--- src/rtl/cefc_pkg.sv ---
package cefc_pkg;
  localparam int REQ_W  = 3;
  localparam int DSRC_W = 5;
  localparam int ID_W   = 11;
  localparam int NFILT  = 5;

  typedef enum logic [2:0] {
    REG_CTRL  = 3'd0,
    REG_FEN   = 3'd1,
    REG_CORE  = 3'd2,
    REG_CODE  = 3'd3,
    REG_SRCID = 3'd4,
    REG_TGTID = 3'd5
  } reg_addr_e;

  typedef struct packed {
    logic tgt_id;
    logic src_id;
    logic dsrc;
    logic req;
    logic core;
  } filt_en_t;

  // masked compare: bits whose mask is set are don't-care
  function automatic logic id_hit(input logic [ID_W-1:0] op_id,
                                  input logic [ID_W-1:0] cmd,
                                  input logic [ID_W-1:0] msk);
    return ((op_id ^ cmd) & ~msk) == '0;
  endfunction

  // reserved programmed codes (bit 2 clear) never match
  function automatic logic req_hit(input logic [REQ_W-1:0] op_req,
                                   input logic [REQ_W-1:0] code);
    return code[REQ_W-1] && (op_req == code);
  endfunction
endpackage

--- src/rtl/cefc_regs.sv ---
module cefc_regs
  import cefc_pkg::*;
#(
  parameter int NCORES = 16,
  parameter int DATA_W = 32
) (
  input  logic              clk,
  input  logic              rst_n,
  input  logic              wr_en,
  input  logic [2:0]        wr_addr,
  input  logic [DATA_W-1:0] wr_data,
  output logic              cnt_en,
  output logic              clr_pulse,
  output filt_en_t          fen,
  output logic [NCORES-1:0] core_map,
  output logic [REQ_W-1:0]  req_code,
  output logic [DSRC_W-1:0] dsrc_code,
  output logic [ID_W-1:0]   sid_cmd,
  output logic [ID_W-1:0]   sid_msk,
  output logic [ID_W-1:0]   tid_cmd,
  output logic [ID_W-1:0]   tid_msk
);
  localparam int DSRC_LSB = 8;
  localparam int MSK_LSB  = 16;

  logic unused_wdata;
  assign unused_wdata = ^wr_data;

  logic sel_ctrl, sel_fen, sel_core, sel_code, sel_sid, sel_tid;
  assign sel_ctrl = wr_en && (wr_addr == REG_CTRL);
  assign sel_fen  = wr_en && (wr_addr == REG_FEN);
  assign sel_core = wr_en && (wr_addr == REG_CORE);
  assign sel_code = wr_en && (wr_addr == REG_CODE);
  assign sel_sid  = wr_en && (wr_addr == REG_SRCID);
  assign sel_tid  = wr_en && (wr_addr == REG_TGTID);

  assign clr_pulse = sel_ctrl && wr_data[1];

  always_ff @(posedge clk) begin
    if (!rst_n) begin
      cnt_en    <= 1'b0;
      fen       <= '0;
      core_map  <= '0;
      req_code  <= '0;
      dsrc_code <= '0;
      sid_cmd   <= '0;
      sid_msk   <= '0;
      tid_cmd   <= '0;
      tid_msk   <= '0;
    end else begin
      if (sel_ctrl) cnt_en <= wr_data[0];
      if (sel_fen)  fen    <= filt_en_t'(wr_data[NFILT-1:0]);
      if (sel_core) core_map <= wr_data[NCORES-1:0];
      if (sel_code) begin
        req_code  <= wr_data[REQ_W-1:0];
        dsrc_code <= wr_data[DSRC_LSB +: DSRC_W];
      end
      if (sel_sid) begin
        sid_cmd <= wr_data[ID_W-1:0];
        sid_msk <= wr_data[MSK_LSB +: ID_W];
      end
      if (sel_tid) begin
        tid_cmd <= wr_data[ID_W-1:0];
        tid_msk <= wr_data[MSK_LSB +: ID_W];
      end
    end
  end

  // registers come out of reset with counting and filters off
  a_r1_reset_idle: assert property (@(posedge clk)
    !rst_n |=> (!cnt_en && fen == '0));
endmodule

--- src/rtl/cefc_match.sv ---
module cefc_match
  import cefc_pkg::*;
#(
  parameter int CORE_W = 4,
  parameter int NCORES = 16
) (
  input  logic              clk,
  input  logic              rst_n,
  input  logic              op_valid,
  input  logic [CORE_W-1:0] op_core,
  input  logic [REQ_W-1:0]  op_req,
  input  logic [DSRC_W-1:0] op_dsrc,
  input  logic [ID_W-1:0]   op_src_id,
  input  logic [ID_W-1:0]   op_tgt_id,
  input  filt_en_t          fen,
  input  logic [NCORES-1:0] core_map,
  input  logic [REQ_W-1:0]  req_code,
  input  logic [DSRC_W-1:0] dsrc_code,
  input  logic [ID_W-1:0]   sid_cmd,
  input  logic [ID_W-1:0]   sid_msk,
  input  logic [ID_W-1:0]   tid_cmd,
  input  logic [ID_W-1:0]   tid_msk,
  output logic              accept
);
  // named per-filter pass results for the assertions
  logic core_ok, req_ok, dsrc_ok;
  logic [1:0] id_ok;

  logic [1:0][ID_W-1:0] id_op, id_cmd, id_msk;
  logic [1:0]           id_en;
  assign id_op  = {op_tgt_id, op_src_id};
  assign id_cmd = {tid_cmd, sid_cmd};
  assign id_msk = {tid_msk, sid_msk};
  assign id_en  = {fen.tgt_id, fen.src_id};

  assign core_ok = !fen.core || core_map[op_core];
  assign req_ok  = !fen.req  || req_hit(op_req, req_code);
  assign dsrc_ok = !fen.dsrc || (op_dsrc == dsrc_code);

  for (genvar k = 0; k < 2; k++) begin : g_idcmp
    assign id_ok[k] = !id_en[k] || id_hit(id_op[k], id_cmd[k], id_msk[k]);
  end

  assign accept = op_valid && core_ok && req_ok && dsrc_ok && (&id_ok);

  // a reserved programmed request code lets nothing through
  a_r5_reserved_blocks: assert property (@(posedge clk) disable iff (!rst_n)
    (fen.req && !req_code[REQ_W-1]) |-> !accept);
  // a core outside the bitmap is never accepted
  a_r3_core_gate: assert property (@(posedge clk) disable iff (!rst_n)
    (fen.core && !core_map[op_core]) |-> !accept);
  // a mismatched data source is never accepted
  a_r6_dsrc_gate: assert property (@(posedge clk) disable iff (!rst_n)
    (fen.dsrc && op_dsrc != dsrc_code) |-> !accept);
  // with every filter off, any valid operation is accepted
  a_r2_open_path: assert property (@(posedge clk) disable iff (!rst_n)
    (fen == '0 && op_valid) |-> accept);
endmodule

--- src/rtl/cefc_counter.sv ---
module cefc_counter #(
  parameter int CNT_W = 48
) (
  input  logic             clk,
  input  logic             rst_n,
  input  logic             inc,
  input  logic             clr,
  output logic [CNT_W-1:0] count,
  output logic             overflow,
  output logic             wrap
);
  localparam logic [CNT_W-1:0] ALL1 = {CNT_W{1'b1}};

  assign wrap = inc && !clr && (count == ALL1);

  always_ff @(posedge clk) begin
    if (!rst_n) begin
      count    <= '0;
      overflow <= 1'b0;
    end else if (clr) begin
      count    <= '0;
      overflow <= 1'b0;
    end else if (inc) begin
      count <= count + 1'b1;
      if (wrap) overflow <= 1'b1;
    end
  end

  // clear wins over a coincident increment
  a_r10_clear_wins: assert property (@(posedge clk) disable iff (!rst_n)
    clr |=> (count == '0 && !overflow));
  // an increment advances by exactly one
  a_r2_step_one: assert property (@(posedge clk) disable iff (!rst_n)
    (inc && !clr) |=> (count == $past(count) + 1'b1));
  // no increment, no clear, no change
  a_r2_hold: assert property (@(posedge clk) disable iff (!rst_n)
    (!inc && !clr) |=> $stable(count));
  // wrap goes to zero and raises the flag
  a_r11_wrap: assert property (@(posedge clk) disable iff (!rst_n)
    wrap |=> (count == '0 && overflow));
  // flag is sticky until cleared
  a_r11_sticky: assert property (@(posedge clk) disable iff (!rst_n)
    (overflow && !clr) |=> overflow);
endmodule

--- src/rtl/cache_evt_filter_counter.sv ---
module cache_evt_filter_counter
  import cefc_pkg::*;
#(
  parameter int CORE_W = 4,
  parameter int CNT_W  = 48,
  parameter int DATA_W = 32
) (
  input  logic              clk,
  input  logic              rst_n,
  input  logic              wr_en,
  input  logic [2:0]        wr_addr,
  input  logic [DATA_W-1:0] wr_data,
  input  logic              op_valid,
  input  logic [CORE_W-1:0] op_core,
  input  logic [2:0]        op_req,
  input  logic [4:0]        op_dsrc,
  input  logic [10:0]       op_src_id,
  input  logic [10:0]       op_tgt_id,
  output logic [CNT_W-1:0]  count,
  output logic              overflow
);
  localparam int NCORES = 1 << CORE_W;

  logic              cnt_en, clr_pulse, accept, inc, wrap;
  filt_en_t          fen;
  logic [NCORES-1:0] core_map;
  logic [REQ_W-1:0]  req_code;
  logic [DSRC_W-1:0] dsrc_code;
  logic [ID_W-1:0]   sid_cmd, sid_msk, tid_cmd, tid_msk;

  cefc_regs #(.NCORES(NCORES), .DATA_W(DATA_W)) u_regs (
    .clk(clk), .rst_n(rst_n), .wr_en(wr_en), .wr_addr(wr_addr),
    .wr_data(wr_data), .cnt_en(cnt_en), .clr_pulse(clr_pulse), .fen(fen),
    .core_map(core_map), .req_code(req_code), .dsrc_code(dsrc_code),
    .sid_cmd(sid_cmd), .sid_msk(sid_msk), .tid_cmd(tid_cmd), .tid_msk(tid_msk)
  );

  cefc_match #(.CORE_W(CORE_W), .NCORES(NCORES)) u_match (
    .clk(clk), .rst_n(rst_n), .op_valid(op_valid), .op_core(op_core),
    .op_req(op_req), .op_dsrc(op_dsrc), .op_src_id(op_src_id),
    .op_tgt_id(op_tgt_id), .fen(fen), .core_map(core_map),
    .req_code(req_code), .dsrc_code(dsrc_code), .sid_cmd(sid_cmd),
    .sid_msk(sid_msk), .tid_cmd(tid_cmd), .tid_msk(tid_msk), .accept(accept)
  );

  assign inc = cnt_en && accept;

  cefc_counter #(.CNT_W(CNT_W)) u_cnt (
    .clk(clk), .rst_n(rst_n), .inc(inc), .clr(clr_pulse),
    .count(count), .overflow(overflow), .wrap(wrap)
  );

  // the counter never moves without a valid operation
  a_r2_needs_valid: assert property (@(posedge clk) disable iff (!rst_n)
    inc |-> op_valid);
  // a stopped counter holds its value unless cleared
  a_r2_stopped_hold: assert property (@(posedge clk) disable iff (!rst_n)
    (!cnt_en && !clr_pulse) |=> $stable(count));
endmodule

--- config.mk ---
export PLATFORM = sky130hd
export DESIGN_NAME = cache_evt_filter_counter
export DESIGN_NICKNAME = d
export VERILOG_FILES = /design/src/rtl/cefc_pkg.sv /design/src/rtl/cefc_regs.sv /design/src/rtl/cefc_match.sv /design/src/rtl/cefc_counter.sv /design/src/rtl/cache_evt_filter_counter.sv
export SDC_FILE = /design/constraint.sdc
export NUM_CORES = 1
export LEC_CHECK = 0
export BUFFER_PORTS_ARGS = -buffer_cell sky130_fd_sc_hd__buf_2
export CAP_MARGIN = 20
export CORE_ASPECT_RATIO = 1.1
export CORE_MARGIN = 8
export CORE_UTILIZATION = 25
export DETAILED_ROUTE_END_ITERATION = 8
export GPL_TIMING_DRIVEN = 0
export PLACE_DENSITY = 0.42
export REMOVE_ABC_BUFFERS = 1
export SYNTH_ARGS = -nofsm -noshare
export SYNTH_HDL_FRONTEND = slang
export SYNTH_SLANG_ARGS = --single-unit
--- constraint.sdc ---
create_clock -name clk -period 4.16 [get_ports clk]
set_input_delay 0 -clock clk [delete_from_list [all_inputs] [get_ports clk]]
set_output_delay 0 -clock clk [all_outputs]
set_load 0.02 [all_outputs]
## Word-level counts from Yosys, hierarchy flattened

Cells that the tools add are included.

- Register bits: 123
- Input port bits: 73
- Output and inout bits: 49
- Word-level logic and storage cells: 66

- Add/subtract/negate cells: 1
- $lt $le $gt $ge: 1
- Eq/ne operators: 8
- Muxes and demuxes: 2
- Bitwise logic cells: 7
- Reductions and logical operators: 32

Operator list:

| cell | count |
|---|---|
| $add 48x1->48 const B | 1 |
| $eq 48x48->1 const B | 1 |
| $and 11x11->11 | 2 |
| $logic_not 11->1 | 2 |
| $not 11->11 | 2 |
| $xor 11x11->11 | 2 |
| $logic_and 1x1->1 | 15 |
| $eq 3x2->1 const B | 2 |
| $eq 3x3->1 const B | 2 |
| $logic_not 1->1 | 6 |
| $eq 5x5->1 | 1 |
| $logic_or 1x1->1 | 5 |
| $lt 4x5->1 const B | 1 |
| $bmux 1 s4 | 1 |
| $reduce_and 2->1 | 2 |
| $eq 3x1->1 const B | 1 |
| $eq 3x3->1 | 1 |
| $logic_not 3->1 | 1 |
| $reduce_or 2->1 | 1 |
| $mux 1 | 1 |
| $not 1->1 | 1 |

## Logic depth before layout (Yosys ltp)

- Depth after elaboration: 11
- Mapped depth: 10
- Gate-level depth less buffers: 7

## Modules after synthesis

From an unflattened synthesis, not the netlist that was laid out.

- Cell total of the unflattened synthesis: 643
- Area total of the unflattened synthesis: 5,885.6 um^2

Modules (own cells, without submodules):

| module | instances | cells each | area each (um^2) | sequential area each (um^2) |
|---|---|---|---|---|
| cefc_regs | 1 | 276 | 2,790.2 | 1,481.4 |
| cefc_counter | 1 | 307 | 2,576.2 | 980.9 |
| cefc_match | 1 | 59 | 513.0 | 0.0 |
| cache_evt_filter_counter | 1 | 1 | 6.3 | 0.0 |

## Worst setup path after synthesis

Ideal clock, no wire load.

- Path kind: register to register
- From: reg u_regs.sid_cmd[10]
- To: reg u_cnt.count[28]
- Setup time: 0.070 ns
- Data arrival time: 2.637 ns
- Data required time: 4.090 ns
- Setup slack: 1.453 ns
- Stages on the path, launching flop included: 10
- Buffers on the path: 2
- Period minus slack after synthesis: 2.707 ns
- Cells stage by stage: dfxtp_1 > xnor2_1 > o22ai_1 > or4_1 > o31a_1 > or4_4 > buf_6 > buf_6 > or4_1 > a21oi_1

- Longest elaborated chain between the ends: 7

Ends and longest elaborated chain:

| what | RTL line | RTL |
|---|---|---|
| start: declaration | cefc_regs.sv:18 | `output logic [ID_W-1:0] sid_cmd,` |
| start signal: assignment | cefc_regs.sv:59 | `sid_cmd <= wr_data[ID_W-1:0];` |
| $xor 11x11->11 | cefc_pkg.sv:28 | `return ((op_id ^ cmd) & ~msk) == '0;` |
| $and 11x11->11 | cefc_pkg.sv:28 |  |
| $logic_not 11->1 | cefc_pkg.sv:28 |  |
| $logic_or 1x1->1 | cefc_match.sv:41 | `assign id_ok[k] = !id_en[k] \|\| id_hit(id_op[k], id_cmd[k], id_msk[k]);` |
| $reduce_and 2->1 | cefc_match.sv:44 | `assign accept = op_valid && core_ok && req_ok && dsrc_ok && (&id_ok);` |
| $logic_and 1x1->1 | cefc_match.sv:44 |  |
| $logic_and 1x1->1 | cache_evt_filter_counter.sv:46 | `assign inc = cnt_en && accept;` |
| end signal: assignment | cefc_counter.sv:24 | `count <= count + 1'b1;` |
| end: declaration | cefc_counter.sv:8 | `output logic [CNT_W-1:0] count,` |

No other way between the ends.
A chain may end at the register's enable or synchronous reset.

## Worst setup path after layout

- From: reg u_regs.sid_cmd[9]
- To: reg u_cnt.count[5]

Same word-level chain as after synthesis.

==> results.md <==
- Status: finished, final reports clean
- Required @ worst endpoint: 4510 ps
- Fmax: 325 MHz
- Crit path kind: reg2reg
- Fin worst setup slack: about 1100 ps
- Vias per cell: 4.62
- Mux cell area share after synthesis: 0.0281
- Number of synthesized register bits: around 120
- ANT cells: 0
- Reg area: 2460 µm²
- Setup WS pre-CTS: between 1000 and 1500 ps
- Hold Violations, Final: 0
- Design Power: a little under 3 mW
- Synth Area in Adders: 0.00220
- DPL Wire Length: around 13 mm
- Final Setup Violations: 0
- CP max stage delay: between 800 and 900 ps
- Slew Limit Fails: 0
- Fin crit period: between 3000 and 4000 ps
- Clock latency on the worst-skew pair: between 400 and 500 ps
- Vias in the first global route: around 5100
- Synth Area in Compound Gates: 0.200
- Die H: approximately 170 µm
- HP Class: in2reg
- Critical path capture point type: flip-flop
- Die area: 27900 µm²
- DRT antenna net count: 0
- Asr flop ratio synth: 0
- Worst path top cell family by delay: simple AND/OR/NAND/NOR gates
- Synthesized cell area: about 5700 µm²
- Critical path data arrival time: 3430 ps
- Max cap viols: 0
- WP buf/inv: 0
- Startpoint types: flip-flop
- DRT iter0 DRCs: 264
- DR vias: about 5200
- Post-synthesis xor/xnor area fraction: 0.0461
- Clk buf depth: 2
- EDFF count, synth: 0
- Core area: approximately 23000 µm²
- Worst-path clk slew: 70 ps
- Largest net degree at the start of global routing: just over 60
- Pleak: between 2 and 3 nW
- Cell chosen for the clock root: clkbuf_16
- Postcts setup bufs: 0
- Worst Path Max Fanout: 61
- First-pass detailed-route iteration total: 4
- Post-cts resize count: 0
- Crit-path most repeated cell: or4_1
- Initial Utilization: 0.252
- WL per Instance: roughly 15 µm
- Worst slew pin tran: just over 800 ps
- Final WL: approximately 18 mm
- Slowest cell on crit path: or4_4
- Grt ovf: 0
- Area growth, synth to finish: 31.9%
- Final Cycle Share: 0.739
- IO Count: about 120
- Mean Syn Cell Area: ~8.2 µm²
- FILL cells: between 2000 and 2500
- Rows: 58
- Antenna violations before repair: 0
- Sink Count: approximately 120
- Share of cells above drive strength 1: 0.201
- Fin util: 0.332
- Distinct cell type count of the synthesized netlist: 40
- Setup Skew: ~13 ps
- Largest family of logic cells by synthesized area: simple AND/OR/NAND/NOR gates
- Multi-input gate area: 3060 µm²
- Port buffer count: 116
- CTS buffer count: 17
- Slew HR: 0.450
- Cells after synthesis: between 600 and 700
- Simple-gate area share of the yosys netlist: 0.258
- First-pass GRT wire length: between 20 and 30 mm
- Pwr Density: approximately 400 nW/µm²
- Final Wtd Congestion: slightly above 0.7
- Final nets: 896
- Hold-fix buffer count after cts: 29
- Worst-path cell chain: xnor2_1 -> o22ai_1 -> or4_1 -> o31a_1 -> or4_4 -> or4_1 -> a21oi_1
- CTS tree: built
- Hold Worst Slack: around 120 ps
- Chip width: ~160 µm
- DRC viols: 0
- Htree depth: 4
- Seq/Total Area, Yosys: 0.432
- Post-route setup TNS: 0 ps
- Top FF cell, synth: dfxtp_1
- Number of synthesis warnings: 0
- Tot GR Track Use: 0.127
- RSZ-0062 raised after global routing: false
- Max VDD drop: 0.000258 V
## Yosys cell counts, types with 4 or more instances
| cell | n | area [µm²] |
|---|---|---|
| mux4_2 | 4 | 90.1 |
| or4_1 | 19 | 143 |
| and4_1 | 4 | 35.0 |
| nand4b_1 | 5 | 43.8 |
| nand3_1 | 24 | 120 |
| or3_1 | 24 | 150 |
| xnor2_1 | 27 | 236 |
| clkbuf_1 | 37 | 139 |
| nand4_1 | 12 | 75.1 |
| nand2_1 | 165 | 619 |
| inv_1 | 5 | 18.8 |
| a21oi_1 | 46 | 230 |
| o31ai_1 | 18 | 135 |
| mux2i_1 | 7 | 70.1 |
| nor2_1 | 14 | 52.6 |
| and3_1 | 10 | 62.6 |
| nor2b_1 | 7 | 43.8 |
| a21boi_0 | 68 | 510 |
| and2_1 | 6 | 37.5 |
| o21ai_0 | 29 | 145 |
| dfxtp_1 | 123 | 2460 |
| o22ai_1 | 10 | 62.6 |
## layout make-up
cell class,instances,area share
tap,300,0.0499
timing repair buffer,153,0.130
clock inverter,14,0.0246
sequential,123,0.328
multi-input combinational,522,0.407
clock buffer,18,0.0584
inverter,5,0.00250
## cell usage in the layout, fill, tap and decap left out, drive strengths merged, types with 2 or more instances in the layout
cell type and instances:
buf 124, nand4b 5, and4 4, xor2 3, clkbuf 18, o21a 2, mux4 4, nand2b 2
dlygate4sd3 29, dfxtp 123, o31ai 18, inv 10, o22ai 10, bufinv 3, nand3 24, nor2 14
xnor2 27, mux2i 7, clkinvlp 3, and2 6, nor2b 7, a21boi 68, and3 10, or3 24
nand2 165, nand4 12, clkinv 3, o21ai 29, or2 3, or4 20, nor3 3, a21oi 46
## worst min-delay path, cell delays in order
cell	delay, ps
buf_2	160
nor3_1	110
mux2i_1	150
nor2b_1	60
## power breakdown
| part | total, mW | internal (mW) | switching (mW) |
|---|---|---|---|
| logic | 0.178 | 0.0877 | 0.0899 |
| clock network | 1.57 | 0.972 | 0.598 |
| registers | 1.20 | 1.19 | 0.00868 |
| total | 2.95 | 2.25 | 0.697 |
## state kept, by name, summed over array words and instances (netlist names)
signal / cells
u_regs.fen: 5
u_regs.core_map: 16
u_regs.sid_msk: 11
u_regs.dsrc_code: 5
u_regs.tid_msk: 11
u_regs.cnt_en: 1
u_regs.sid_cmd: 11
u_cnt.overflow: 1
u_regs.tid_cmd: 11
u_cnt.count: 48
u_regs.req_code: 3
## final timing paths
kind                           start                 end  slack, ps  cells after the start
setup / recovery   u_regs.sid_cmd[9]      u_cnt.count[5]       1080                      7
hold / removal            wr_addr[0]       u_regs.cnt_en        120                      4
setup reg to reg   u_regs.sid_cmd[9]      u_cnt.count[5]       1080                      7
hold reg to reg   u_regs.core_map[5]  u_regs.core_map[5]        460                      2
## logic make-up after synthesis
family | after synthesis
muxes | 11
AOI/OAI and AO/OA | 178
buffers and inverters | 46
DFF | 123
and+or+nand+nor | 302
adders and majority gates | 1
xor gates and xnor gates | 30
## through the flow
stage | cell area [µm²] | instances
4_1_cts | 7520 | 1135
3_3_place_gp | 6480 | 1066
6_report | 7520 | 1135
5_1_grt | 7520 | 1135
3_5_place_dp | 6600 | 1074
2_1_floorplan | 5530 | 650
## per-layer routing
layer  part of all wire  up-vias  track usage  wire, µm
met5                  0        -            0         0
met4              0.010        0       0.0355       178
met3              0.048       13       0.0386       846
met2               0.46      116        0.194      8020
met1               0.48     2398        0.169      8500
li1                   -     2714            -         -
Power figures use the tool's default switching activity.
